### src/rtl/bmc_pkg.sv
package bmc_pkg;
  // Decoded control for one cycle, highest priority wins.
  typedef enum logic [2:0] {
    OP_HOLD  = 3'd0,
    OP_CLEAR = 3'd1,
    OP_MASK  = 3'd2,
    OP_LOAD  = 3'd3,
    OP_STEP  = 3'd4
  } bmc_op_e;
endpackage

### src/rtl/bmc_rst_sync.sv
module bmc_rst_sync #(
  parameter int STAGES = 2
) (
  input  logic clk,
  input  logic rst_n,
  output logic rst_sync_n
);
  logic [STAGES-1:0] sync_q;

  always_ff @(posedge clk or negedge rst_n) begin
    if (!rst_n) sync_q <= '0;
    else        sync_q <= {sync_q[STAGES-2:0], 1'b1};
  end

  assign rst_sync_n = sync_q[STAGES-1];
endmodule

### src/rtl/bmc_ctl_dec.sv
module bmc_ctl_dec
  import bmc_pkg::*;
(
  input  logic    clr,
  input  logic    mask_ld,
  input  logic    cnt_ld,
  input  logic    step,
  output bmc_op_e op
);
  always_comb begin
    if (clr)          op = OP_CLEAR;
    else if (mask_ld) op = OP_MASK;
    else if (cnt_ld)  op = OP_LOAD;
    else if (step)    op = OP_STEP;
    else              op = OP_HOLD;
  end
endmodule

### src/rtl/bmc_masked_inc.sv
module bmc_masked_inc #(
  parameter int AW = 16
) (
  input  logic [AW-1:0] cur,
  input  logic [AW-1:0] mask,
  output logic [AW-1:0] nxt,
  output logic          wrap
);
  // Ripple carry that passes straight through pinned positions.
  logic [AW:0] carry;
  assign carry[0] = 1'b1;

  for (genvar gi = 0; gi < AW; gi++) begin : g_bit
    assign nxt[gi]      = mask[gi] ? (cur[gi] ^ carry[gi]) : cur[gi];
    assign carry[gi+1]  = mask[gi] ? (cur[gi] & carry[gi]) : carry[gi];
  end

  // Carry out of the packed field means all ones rolled to zero.
  assign wrap = carry[AW] & (|mask);
endmodule

### src/rtl/masked_burst_counter.sv
module masked_burst_counter
  import bmc_pkg::*;
#(
  parameter int AW = 16
) (
  input  logic          clk,
  input  logic          rst_n,
  input  logic          clr,
  input  logic          mask_ld,
  input  logic          cnt_ld,
  input  logic          step,
  input  logic [AW-1:0] addr_in,
  output logic [AW-1:0] addr_out,
  output logic [AW-1:0] mask_out,
  output logic          wrap_n
);
  localparam logic [AW-1:0] CNT_INIT  = '0;
  localparam logic [AW-1:0] MASK_INIT = '1;

  logic          rst_sync_n;
  bmc_op_e       op;
  logic [AW-1:0] cnt_q, cnt_d, mask_q, mask_d, inc_val;
  logic          inc_wrap, wrap_n_q, wrap_n_d;
  logic          cnt_en, mask_en;

  bmc_rst_sync #(.STAGES(2)) u_rst_sync (
    .clk        (clk),
    .rst_n      (rst_n),
    .rst_sync_n (rst_sync_n)
  );

  bmc_ctl_dec u_ctl_dec (
    .clr     (clr),
    .mask_ld (mask_ld),
    .cnt_ld  (cnt_ld),
    .step    (step),
    .op      (op)
  );

  bmc_masked_inc #(.AW(AW)) u_inc (
    .cur  (cnt_q),
    .mask (mask_q),
    .nxt  (inc_val),
    .wrap (inc_wrap)
  );

  // Next-state and clock enables.
  always_comb begin
    cnt_d    = cnt_q;
    mask_d   = mask_q;
    cnt_en   = 1'b0;
    mask_en  = 1'b0;
    wrap_n_d = 1'b1;
    case (op)
      OP_CLEAR: begin
        cnt_d   = CNT_INIT;
        mask_d  = MASK_INIT;
        cnt_en  = 1'b1;
        mask_en = 1'b1;
      end
      OP_MASK: begin
        mask_d  = addr_in;
        mask_en = 1'b1;
      end
      OP_LOAD: begin
        cnt_d  = addr_in;
        cnt_en = 1'b1;
      end
      OP_STEP: begin
        cnt_d    = inc_val;
        cnt_en   = 1'b1;
        wrap_n_d = ~inc_wrap;
      end
      default: ;
    endcase
  end

  // Registers.
  always_ff @(posedge clk or negedge rst_sync_n) begin
    if (!rst_sync_n) begin
      cnt_q    <= CNT_INIT;
      mask_q   <= MASK_INIT;
      wrap_n_q <= 1'b1;
    end else begin
      if (cnt_en)  cnt_q  <= cnt_d;
      if (mask_en) mask_q <= mask_d;
      wrap_n_q <= wrap_n_d;
    end
  end

  assign addr_out = cnt_q;
  assign mask_out = mask_q;
  assign wrap_n   = wrap_n_q;


  clear_state_chk: assert property (@(posedge clk) disable iff (!rst_sync_n)
    clr |=> (addr_out == CNT_INIT) && (mask_out == MASK_INIT) && wrap_n);


  mask_load_chk: assert property (@(posedge clk) disable iff (!rst_sync_n)
    (mask_ld && !clr) |=> (mask_out == $past(addr_in)) && (addr_out == $past(addr_out)) && wrap_n);


  cnt_load_chk: assert property (@(posedge clk) disable iff (!rst_sync_n)
    (cnt_ld && !mask_ld && !clr) |=> (addr_out == $past(addr_in)) && wrap_n);


  pinned_bits_chk: assert property (@(posedge clk) disable iff (!rst_sync_n)
    (step && !cnt_ld && !mask_ld && !clr) |=>
      ((addr_out & ~mask_out) == ($past(addr_out) & ~mask_out)));


  wrap_pulse_chk: assert property (@(posedge clk) disable iff (!rst_sync_n)
    !wrap_n |=> wrap_n);


  wrap_cause_chk: assert property (@(posedge clk) disable iff (!rst_sync_n)
    $fell(wrap_n) |-> ($past(step) && !$past(cnt_ld) && !$past(mask_ld) && !$past(clr)
                       && (addr_out & mask_out) == '0));


  zero_mask_chk: assert property (@(posedge clk) disable iff (!rst_sync_n)
    (step && !cnt_ld && !mask_ld && !clr && mask_out == '0) |=> $stable(addr_out) && wrap_n);
endmodule

### config.mk
export PLATFORM = sky130hd
export DESIGN_NAME = masked_burst_counter
export DESIGN_NICKNAME = d
export VERILOG_FILES = /design/src/rtl/bmc_pkg.sv /design/src/rtl/bmc_rst_sync.sv /design/src/rtl/bmc_ctl_dec.sv /design/src/rtl/bmc_masked_inc.sv /design/src/rtl/masked_burst_counter.sv
export SDC_FILE = /design/constraint.sdc
export NUM_CORES = 1
export LEC_CHECK = 0
export ABC_AREA = 1
export BUFFER_PORTS_ARGS = -buffer_cell sky130_fd_sc_hd__buf_2
export CAP_MARGIN = 5
export CORE_MARGIN = 10
export CORE_UTILIZATION = 50
export DETAILED_ROUTE_END_ITERATION = 8
export PLACE_DENSITY = 0.76
export SYNTH_ARGS = -nofsm -noshare
export SYNTH_HDL_FRONTEND = slang
export SYNTH_HIERARCHICAL = 1
export SYNTH_SLANG_ARGS = --single-unit
### constraint.sdc
create_clock -name clk -period 0.9 [get_ports clk]
set_input_delay 0 -clock clk [delete_from_list [all_inputs] [get_ports clk]]
set_output_delay 0 -clock clk [all_outputs]
set_load 0.005 [all_outputs]
==> results.md, run 1 <==
* GPL Wtd Cong at 0.843
* Violated checks: negative setup slack
* Fillers at 143
* XOR/XNOR Fraction of Synth Area at 0%
* CP arrival at 7.04 ns
* RSZ-0062 raised after global routing: yes
* Final WL at 15000 µm
* Mux share of post-synthesis cell area at 0%
* Status: complete, but fails checks
* Async S/R FF share, synth at 100%
* Clk slew on worst S/H paths at 0.07 ns
* Vias per cell at 6.35
* Routed length on met2 at 7080 µm
* Critical path's slowest cell: dfstp_2
* Netlist cell types at 31
* First-pass GRT wire length at 17400 µm
* Final max-slew violation count at 0
* Residual DRC at 0
* Inserted Clock Buffers at 5
* Largest family of logic cells by synthesized area: simple AND/OR/NAND/NOR gates
* Post-DP HPWL at 6410 µm
* Final WS setup at -5.91 ns
* Largest net degree at the start of global routing at 34
* Reg2Reg Depth at 58
* Area leader, netlist: nand2_1
* Synth Cell Area at 2750 µm²
* Share of cells above drive strength 1 at 57.9%
* Total Routing Usage GR at 24.4%
* Register area at 900 µm²
* PortBufs at 54
* Synth top cells by count: nand2_1, inv_1, nand3_1
* Crit path max fanout at 2
* Nature of the critical path endpoint: flop
* Sequential area share after synthesis at 32.6%
* Crit path required time at 1.13 ns
* Max Cap Violations at 0
* Uppermost layer routed: met4
* Tcrit/Tclk final at 757%
* Drt first pass iters at 6
* Initial Util at 52.8%
* H-tree levels at 2
* Worst VDD drop at 1.51 mV
* DRT antenna net count at 0
* Setup violations, final at 62
* Clock Sinks at 35
* Via count at 4038
* Seq cells post-synth at 35
* CTS tree: yes
* Synth top area share at 20.2%
* CP startpoint kind: flop
* Core box area at 5200 µm²
* YS warnings at 6
* Power density cells at 1580 nW/µm²
* Ranking of synthesized cells by area: nand2_1, dfrtp_1, dfstp_2, inv_1, ha_1
* Final-report hold violation count at 0
* Setup Crit Path Kind: flop to flop
* Chip Height at 94.2 µm
* Predominant post-synthesis flop cell: dfrtp_1
* Vias in the first global route at 3668
* Place WS at -5.57 ns
* Most frequent cell after synthesis: nand2_1
* Leakage at 2.62 nW
* R2R Setup Slk at -5.91 ns
* Wirelength per Cell at 23.7 µm
* Fmax at 147 MHz
* Area of the multi-input gates at 1960 µm²
* Placed cell area at 3970 µm²
* Hold Crit Class: input pin to flop
* Number of synthesized flops with an enable pin at 0
* Total Die Area at 8870 µm²
* Reg-to-reg endpoint: addr_out[15]$_DFFE_PN0P_
* Layout Nets at 602
* Metal3 WL at 1700 µm
* Least-Margin Pin Slew at 0.536 ns
* Final Skew at 0.00960 ns
* Slew HR at 63.9%
* CTS Buffer Depth at 2
* IO Pins at 55
* Post-Synth Adder-Cell Area at 7.28%
* Slowest stage delay, CP at 0.56 ns
* Site Rows at 26
* Synth Area in Simple Gates at 46.4%
* Met1 WL at 5050 µm
* Initial antenna violation count at 0
* Syn avg cell area at 7.09 µm²
* Area grow syn2layout at 80.3%
* DRT iter0 DRCs at 628
* Min-Delay Startpoint: addr_in[0]
* Syn nets at 426
* Most used cell, CP: ha_4
* Design area at 4960 µm²
* Compound-Gate Fraction of Synth Area at 0.864%
* DIE WIDTH at 94.2 µm
* GR Overflow Total at 0
* CTS root buf: clkbuf_8
* Hold depth at 5
* Clk Latency, worst-skew pair at 0.30 ns
* Hold endpoint: mask_out[0]$_DFFE_PN1P_
* Cells after Synth at 388
* FF-to-FF Start: mask_out[0]$_DFFE_PN1P_
* Final min period at 6.81 ns
==> power breakdown <==
part | internal [mW] | switching, mW
Sequential | 1.87 | 0.244
Clock | 0.897 | 0.638
Combinational | 2.07 | 2.11
Total | 4.84 | 3.00
==> placed cells by master, fill, tap and decap left out, types with 3 or more instances in the layout <==
| master | n |
|---|---|
| nor2_4 | 6 |
| nand2_1 | 108 |
| dlygate4sd3_1 | 8 |
| inv_1 | 42 |
| buf_12 | 3 |
| and2_4 | 3 |
| nand3_2 | 21 |
| nand3_1 | 26 |
| nor4_1 | 4 |
| buf_6 | 63 |
| nand2_4 | 9 |
| inv_2 | 18 |
| nand2_2 | 33 |
| dfrtp_1 | 16 |
| dfstp_2 | 17 |
| clkbuf_8 | 6 |
| buf_4 | 87 |
| nand4_1 | 32 |
| buf_2 | 24 |
| or2_4 | 4 |
| ha_4 | 15 |
==> registers in the layout, indices dropped and copies added (netlist names) <==
register and flops:
mask_out 16, wrap_n 1, u_rst_sync/sync_q 2, addr_out 16
==> how the worst max path moves through the flow <==
stage / from / endpoint
after detailed placement: mask_out[0]$_DFFE_PN1P_ / addr_out[15]$_DFFE_PN0P_
after CTS: mask_out[0]$_DFFE_PN1P_ / addr_out[15]$_DFFE_PN0P_
after global placement: mask_out[0]$_DFFE_PN1P_ / addr_out[15]$_DFFE_PN0P_
final: mask_out[0]$_DFFE_PN1P_ / addr_out[15]$_DFFE_PN0P_
after floorplan: mask_out[0]$_DFFE_PN1P_ / addr_out[15]$_DFFE_PN0P_
after global routing: mask_out[0]$_DFFE_PN1P_ / addr_out[15]$_DFFE_PN0P_
==> cell type report <==
class                   instances  area share [%]
multi-input cells             273            39.6
repair buffers                185            32.7
flip-flops and latches         35            18.1
inverters                      64            5.32
well taps                      70            1.77
clock buffers                   6            1.67
clock inverters                 2           0.707
diodes                          1          0.0505
==> per-layer routing <==
layer / global-route usage [%] / vias up
li1: - / 1593
met1: 26.3 / 1831
met3: 5.12 / 164
met5: 0 / -
met4: 11.3 / 0
met2: 44.1 / 450
==> critical path: cells and delay by family, from the launching register on <==
kind            cells  cell delay (ns)
simple gates       32             3.10
flops               1             0.56
fa+ha+maj          16             2.61
compound gates      1             0.06
buf+inv             9             0.43
==> logic make-up after synthesis <==
group	after synthesis
simple gates	253
buf+inv	80
flops	35
fa+ha+maj	16
compound gates	3
other cells	1
==> stage by stage <==
stage / hold WS, ns / cells / setup TNS (ns) / power (mW) / utilization [%]
after floorplan: -0.296 / 388 / -49.12 / 3.48 / -
after global placement: -0.216 / 593 / -53.11 / 4.67 / 76.3
after detailed placement: -0.213 / 593 / -55.74 / 4.78 / 76.3
after CTS: 0.000424 / 623 / -54.35 / 6.88 / 88.7
after global routing: 0.0316 / 635 / -62.95 / 8.07 / 95.2
final: 0.0239 / 636 / -60.77 / 7.83 / 95.3
==> repair_timing <==
action | CTS | global route
gates cloned | 0 | 0
gates resized for setup | 71 | 70
pin swaps | 40 | 39
hold endpoints to repair | 9 | 0
setup endpoints to repair | 57 | 66
hold buffers | 8 | 0
buffers inserted | 16 | 18
(Power assumes the default switching activity.)
==> inputs of run 2 (changes only) <==
--- a/config.mk
+++ b/config.mk
@@ -11,7 +11,7 @@
 export CORE_MARGIN = 10
 export CORE_UTILIZATION = 50
 export DETAILED_ROUTE_END_ITERATION = 8
-export PLACE_DENSITY = 0.76
+export PLACE_DENSITY = 0.73
 export SYNTH_ARGS = -nofsm -noshare
 export SYNTH_HDL_FRONTEND = slang
 export SYNTH_HIERARCHICAL = 1
==> results.md, run 2 (synthesis gave the netlist of run 1 again) <==
* R2R Setup Slk at -6.19 ns (-0.27 ns)
* IO Pins at 55 (unchanged)
* Largest net degree at the start of global routing at 34 (unchanged)
* First-pass GRT wire length at 17100 µm (-1.6%)
* Final max-slew violation count at 0 (unchanged)
* Setup Crit Path Kind: flop to flop
* Layout Nets at 607 (+0.83%)
* Final WS setup at -6.19 ns (-0.274 ns)
* DIE WIDTH at 94.2 µm (unchanged)
* CTS tree: yes
* Clk slew on worst S/H paths at 0.09 ns (+0.02 ns)
* Clk Latency, worst-skew pair at 0.31 ns (about the same)
* CP Buf/Inv Count at 10 (+1)
* Critical path's slowest cell: dfstp_2
* Most common cell after layout, fill and taps aside: nand2_1
* Total Routing Usage GR at 24.0% (-0.41 points)
* Leakage at 2.68 nW (+2.2%)
* Site Rows at 26 (unchanged)
* Power density cells at 1530 nW/µm² (-3.0%)
* CTS root buf: clkbuf_8
* Worst VDD drop at 1.53 mV (+1.6%)
* Commonest cells after routing, fill and taps aside: nand2_1, buf_4, buf_6
* Violated checks: negative setup slack
* Setup TNS at -64.81 ns (-4.04 ns)
* Total Die Area at 8870 µm² (unchanged)
* CTS Buffer Depth at 2 (unchanged)
* Nature of the critical path endpoint: flop
* DRT antenna net count at 0 (unchanged)
* Slew HR at 27.8% (-36 points)
* CP arrival at 7.34 ns (+0.30 ns)
* GR Overflow Total at 0 (unchanged)
* Antenna Cells at 0 (-1)
* Least-Margin Pin Slew at 1.07 ns (+0.537 ns)
* Final WL at 17200 µm (+14%)
* Critical path's top delay family: simple AND/OR/NAND/NOR gates
* Initial Util at 52.8% (unchanged)
* CP startpoint kind: flop
* Worst hold slack at 0.0311 ns (+0.00722 ns)
* Final Skew at 0.0219 ns (+0.0123 ns)
* Chip Height at 94.2 µm (unchanged)
* Final-report hold violation count at 0 (unchanged)
* PortBufs at 54 (unchanged)
* Max Cap Violations at 0 (unchanged)
* Via count at 4339 (+7.5%)
* Setup violations, final at 66 (+6.5%)
* Drt first pass iters at 9 (+3)
* H-tree levels at 2 (unchanged)
* Most used cell, CP: ha_4
* Inserted Clock Buffers at 5 (unchanged)
* Crit path required time at 1.15 ns (+0.02 ns)
* Crit path max fanout at 2 (unchanged)
* Design area at 5090 µm² (+2.7%)
* Final Power at 7.81 mW (-0.31%)
* Wirelength per Cell at 26.9 µm (+14%)
* Area grow syn2layout at 85.2%
* Tcrit/Tclk final at 788% (+30 points)
* Post-layout util at 97.9% (+2.6 points)
* Residual DRC at 0 (unchanged)
* Status: complete, but fails checks
* Post-DP HPWL at 6640 µm (+3.6%)
* Initial antenna violation count at 0 (unchanged)
* GPL Wtd Cong at 0.843 (about the same)
* DRT iter0 DRCs at 787 (+25%)
* Clock Sinks at 35 (unchanged)
* Slowest stage delay, CP at 0.57 ns (about the same)
* Placed cell area at 4020 µm² (+1.2%)
* Share of cells above drive strength 1 at 60.9% (+3.0 points)
* Vias per cell at 6.78 (+6.8%)
* Core box area at 5200 µm² (unchanged)
* Final min period at 7.09 ns (+0.274 ns)
* Vias in the first global route at 3648 (-0.55%)
* RSZ-0062 raised after global routing: yes
* Hold Crit Class: input pin to asynchronous set/reset pin
* Fmax at 141 MHz (-3.9%)
==> run 2: changes by cell type in the layout (fill, tap and decap cells not counted), sizes merged <==
cell and change:
clkinv -1, buf +10, dlygate4sd3 -5, diode -1, bufinv -1, clkbuf +2
==> run 2: worst paths after layout <==
kind	start	endpoint	cells after the start
max	mask_out[0]$_DFFE_PN1P_	addr_out[15]$_DFFE_PN0P_	58
min	rst_n	u_rst_sync/sync_q[1]$_DFF_PN0_	2
max reg2reg	mask_out[0]$_DFFE_PN1P_	addr_out[15]$_DFFE_PN0P_	58
min reg2reg	u_rst_sync/sync_q[1]$_DFF_PN0_	addr_out[15]$_DFFE_PN0P_	1
max in group asynchronous	u_rst_sync/sync_q[1]$_DFF_PN0_	mask_out[7]$_DFFE_PN1P_	1
min in group clk	addr_in[11]	mask_out[11]$_DFFE_PN1P_	5
==> run 2: stage by stage <==
stage / setup WS (ns) / instances
after floorplan: -5.34 / 388
after global placement: -5.36 / 596
after detailed placement: -5.52 / 596
after CTS: -5.47 / 623
after global routing: -6.28 / 640
final: -6.19 / 640
==> run 2: report_power, final <==
group | switching (mW) | internal [mW]
logic | 2.30 | 2.18
registers | 0.260 | 1.87
clock network | 0.649 | 0.552
==> run 2: area by class of cell <==
| cell class | instances | area [µm²] |
|---|---|---|
| timing repair buffer | 190 | 1730 |
| clock buffer | 8 | 80.1 |
| tap | 70 | 87.6 |
| inverter | 64 | 264 |
| multi-input combinational | 273 | 2030 |
| fill | 67 | 111 |
| sequential | 35 | 901 |
==> run 2: layer usage <==
metal,vias to the layer above,wire length (µm),track usage (%)
met4,0,1870,11.9
li1,1600,-,-
met3,227,2300,4.72
met2,554,7560,42.7
met5,-,0,0
met1,1958,5460,26.3
==> run 2: repair_timing <==
action | 4_1_cts | 5_1_grt
pin swaps | 44 | 44
endpoints found under the hold margin | 4 | 0
hold buffers | 3 | 0
setup endpoints to repair | 66 | 66
resized for setup | 87 | 81
setup buffers | 18 | 27
==> inputs of run 3 (changes only) <==
==> constraint.sdc (replaced) <==
create_clock -name clk -period 0.9 [get_ports clk]
set_input_delay 0.18 -clock clk [delete_from_list [all_inputs] [get_ports clk]]
set_output_delay 0.18 -clock clk [all_outputs]
set_load 0.005 [all_outputs]
==> results.md, run 3 <==
* Chip Height at 94.2 µm (unchanged)
* Cells after Synth at 388 (unchanged)
* Site Rows at 26 (unchanged)
* Post-DP HPWL at 6580 µm (-0.92%)
* YS warnings at 6 (unchanged)
* Most frequent cell after synthesis: nand2_1
* Placed cell area at 3980 µm² (-1.1%)
* Inserted Clock Buffers at 5 (unchanged)
* Tool error: [ERROR DPL-0038] Utilization greater than 100%, impossible to legalize
* Number of synthesized flops with an enable pin at 0 (unchanged)
* Status: did not finish
* Clock Sinks at 35 (unchanged)
* Ranking of synthesized cells by area: nand2_1, dfrtp_1, dfstp_2, inv_1, ha_1
* Sequential area share after synthesis at 32.6% (unchanged)
* Async S/R FF share, synth at 100% (unchanged)
* Worst Endpoint after GRT Repair: addr_out[15]$_DFFE_PN0P_/D
* CTS Buffer Depth at 2 (unchanged)
* Syn avg cell area at 7.09 µm² (unchanged)
* H-tree levels at 2 (unchanged)
* Synth top cells by count: nand2_1, inv_1, nand3_1
* GPL Wtd Cong at 0.813 (-3.6%)
* Synth top area share at 20.2% (unchanged)
* CTS root buf: clkbuf_8
* Place WS at -5.55 ns (-0.0349 ns)
* Worst EP kind: sequential cell input
* Netlist cell types at 31 (unchanged)
* Initial Util at 52.8% (unchanged)
* Predominant post-synthesis flop cell: dfrtp_1
* DIE WIDTH at 94.2 µm (unchanged)
* PortBufs at 54 (unchanged)
* Seq cells post-synth at 35 (unchanged)
* Synth Cell Area at 2750 µm² (unchanged)
* IO Pins at 55 (unchanged)
* Last stage reached: 5_1_grt
* Area leader, netlist: nand2_1
* Syn nets at 426 (unchanged)
* Largest net degree at the start of global routing at 34
[run 3: stage by stage]
stage               hold WS, ns  instances  TNS, ns
floorplan                -0.116        388   -51.69
CTS                       0.168        632   -60.88
global placement        -0.0344        590   -58.98
detailed placement      -0.0313        590   -62.21
[run 3: kinds of logic after synthesis]
logic type      count (synthesis)  share of synthesized area, %
other cells                     1                         0.136
simple gates                  253                          46.4
flops                          35                          32.6
fa+ha+maj                      16                          7.28
compound gates                  3                         0.865
buf+inv                        80                          12.7
[run 3: what timing repair did]
| item | 4_1_cts |
|---|---|
| setup endpoints to repair | 66 |
| gates cloned | 4 |
| endpoints found under the hold margin | 2 |
| hold buffers | 1 |
| setup buffers | 31 |
| pin swaps | 39 |
| resized for setup | 112 |
==> inputs of run 4 (changes only) <==
--- a/config.mk
+++ b/config.mk
@@ -9,9 +9,9 @@
 export BUFFER_PORTS_ARGS = -buffer_cell sky130_fd_sc_hd__buf_2
 export CAP_MARGIN = 5
 export CORE_MARGIN = 10
-export CORE_UTILIZATION = 50
+export CORE_UTILIZATION = 35
 export DETAILED_ROUTE_END_ITERATION = 8
-export PLACE_DENSITY = 0.73
+export PLACE_DENSITY_LB_ADDON = 0.15
 export SYNTH_ARGS = -nofsm -noshare
 export SYNTH_HDL_FRONTEND = slang
 export SYNTH_HIERARCHICAL = 1
==> constraint.sdc (replaced) <==
create_clock -name clk -period 1.17 [get_ports clk]
set_input_delay 0.234 -clock clk [delete_from_list [all_inputs] [get_ports clk]]
set_output_delay 0.234 -clock clk [all_outputs]
set_load 0.005 [all_outputs]
==> results.md, run 4 (synthesis gave the netlist of run 1 again) <==
* Status: complete, but fails checks
* Violated checks: negative setup slack
* CP arrival at 6.58 ns
* GPL Wtd Cong at 0.878 (+8.0%)
* Residual DRC at 0
* Clock network power share at 20.9%
* Total Die Area at 11800 µm²
* Antenna Cells at 0
* Tcrit/Tclk final at 543%
* R2R Setup Slk at -5.18 ns
* Final-report hold violation count at 0
* Power Internal at 3.67 mW
* Vias in the first global route at 3298
* Initial antenna violation count at 0
* Final WS setup at -5.18 ns
* Final WL at 9230 µm
* Placed cell area at 4070 µm² (+2.5%)
* Final min period at 6.35 ns
* Worst VDD drop at 0.591 mV
* Inserted Clock Buffers at 5 (unchanged)
* CTS root buf: clkbuf_8
* Clk slew on worst S/H paths at 0.07 ns
* GR Overflow Total at 0
* Switching power total at 1.85 mW
* Final Skew at 0.00556 ns
* Nature of the critical path endpoint: flop
* Worst hold slack at 0.226 ns
* Critical path's slowest cell: dfstp_2
* Design area at 4980 µm²
* Setup TNS at -47.15 ns
* Gate power share at 50.2%
* Vias per cell at 4.70
* FF-to-FF Start: mask_out[0]$_DFFE_PN1P_
* Slowest stage delay, CP at 0.56 ns
* Final max-slew violation count at 0
* DRT iter0 DRCs at 119
* Seq pwr share at 28.9%
* PortBufs at 54 (unchanged)
* RSZ-0062 raised after global routing: yes
* Fillers at 651
* Power density cells at 1110 nW/µm²
* Total Routing Usage GR at 15.9%
* Clock Sinks at 35 (unchanged)
* Share of cells above drive strength 1 at 55.7%
* CTS tree: yes
* Reg2Reg Depth at 58
* Most used cell, CP: nand2_2
* DRT antenna net count at 0
* Via count at 3129
* Setup Crit Path Kind: flop to flop
* Reg-to-reg endpoint: addr_out[15]$_DFFE_PN0P_
* Wirelength per Cell at 13.9 µm
* Most common cell after layout, fill and taps aside: nand2_1
* Area grow syn2layout at 81.2%
* Leakage at 2.65 nW
* Clk Latency, worst-skew pair at 0.29 ns
* Drt first pass iters at 4
* Chip Height at 109 µm (+15%)
* CTS Buffer Depth at 2 (unchanged)
* Post-DP HPWL at 6690 µm (+1.7%)
* Crit path max fanout at 2
* Site Rows at 32 (+23%)
* IO Pins at 55 (unchanged)
* Layout Nets at 601
* Switching share of power at 33.5%
* Initial Util at 35.8% (-17 points)
* Core box area at 7690 µm²
* Hold Crit Class: flop to asynchronous set/reset pin
* Largest net degree at the start of global routing at 34
* Commonest cells after routing, fill and taps aside: nand2_1, buf_4, buf_6
* CP startpoint kind: flop
* Crit path required time at 1.40 ns
* First-pass GRT wire length at 15300 µm
* Setup violations, final at 44
* Max Cap Violations at 0
* Fmax at 157 MHz
* H-tree levels at 2 (unchanged)
* DIE WIDTH at 109 µm (+15%)
[run 4: worst max path at each step]
stage	endpoint	start	depth (start not counted)	slack, ns
5_1_grt	addr_out[15]$_DFFE_PN0P_	mask_out[0]$_DFFE_PN1P_	58	-5.53
2_1_floorplan	addr_out[15]$_DFFE_PN0P_	mask_out[0]$_DFFE_PN1P_	58	-5.07
3_5_place_dp	addr_out[15]$_DFFE_PN0P_	mask_out[0]$_DFFE_PN1P_	58	-5.25
3_3_place_gp	addr_out[15]$_DFFE_PN0P_	mask_out[0]$_DFFE_PN1P_	58	-5.11
6_report	addr_out[15]$_DFFE_PN0P_	mask_out[0]$_DFFE_PN1P_	58	-5.18
4_1_cts	addr_out[15]$_DFFE_PN0P_	mask_out[0]$_DFFE_PN1P_	58	-5.20
[run 4: metrics by stage]
step / instances / worst slack (ns) / util, % / total power, mW
after global routing: 666 / -5.53 / 64.8 / 5.91
after CTS: 656 / -5.20 / 61.2 / 5.33
after detailed placement: 626 / -5.25 / 53.0 / 3.72
after global placement: 626 / -5.11 / 53.0 / 3.67
final: 666 / -5.18 / 64.8 / 5.51
after floorplan: 388 / -5.07 / - / 2.67
[run 4: layout make-up]
cell class	instances	area (µm²)	area share [%]
clock buffer	6	82.6	1.66
sequential	35	897	18.0
tap	102	128	2.56
timing repair buffer	184	1680	33.8
multi-input combinational	273	1890	38.0
clock inverter	2	35.0	0.703
inverter	64	264	5.30
[run 4: repair_timing]
item | 4_1_cts | 5_1_grt
cloned | 0 | 0
endpoints found under the setup margin | 64 | 66
resized for setup | 70 | 50
hold buffers | 1 | 0
pin swaps | 56 | 42
hold endpoints to repair | 2 | 0
setup buffers | 21 | 15
[run 4: power by group through the flow]
stage | Clock [mW] | Sequential [mW] | Combinational (mW)
floorplan | 0 | 1.68 | 0.991
global placement | 0 | 1.58 | 2.09
detailed placement | 0 | 1.58 | 2.13
CTS | 1.19 | 1.59 | 2.55
global route | 1.24 | 1.61 | 3.06
finish | 1.15 | 1.59 | 2.77
[run 4: metal layers]
metal / vias to the layer above / share of wire [%] / GRT usage, %
met5: - / 0 / 0
met4: 0 / 1.8 / 4.99
met3: 14 / 5.8 / 3.78
met2: 78 / 50 / 27.3
met1: 1441 / 43 / 19.2
li1: 1596 / - / -
[run 4: worst max-delay path, delay by kind of cell (launching register included)]
kind                     cells  cell delay (ns)
AO/OA/AOI/OAI                1             0.05
adder cells (fa/ha/maj)     16             2.52
buffers and inverters        9             0.35
flip-flops                   1             0.56
AND/OR/NAND/NOR             32             2.78
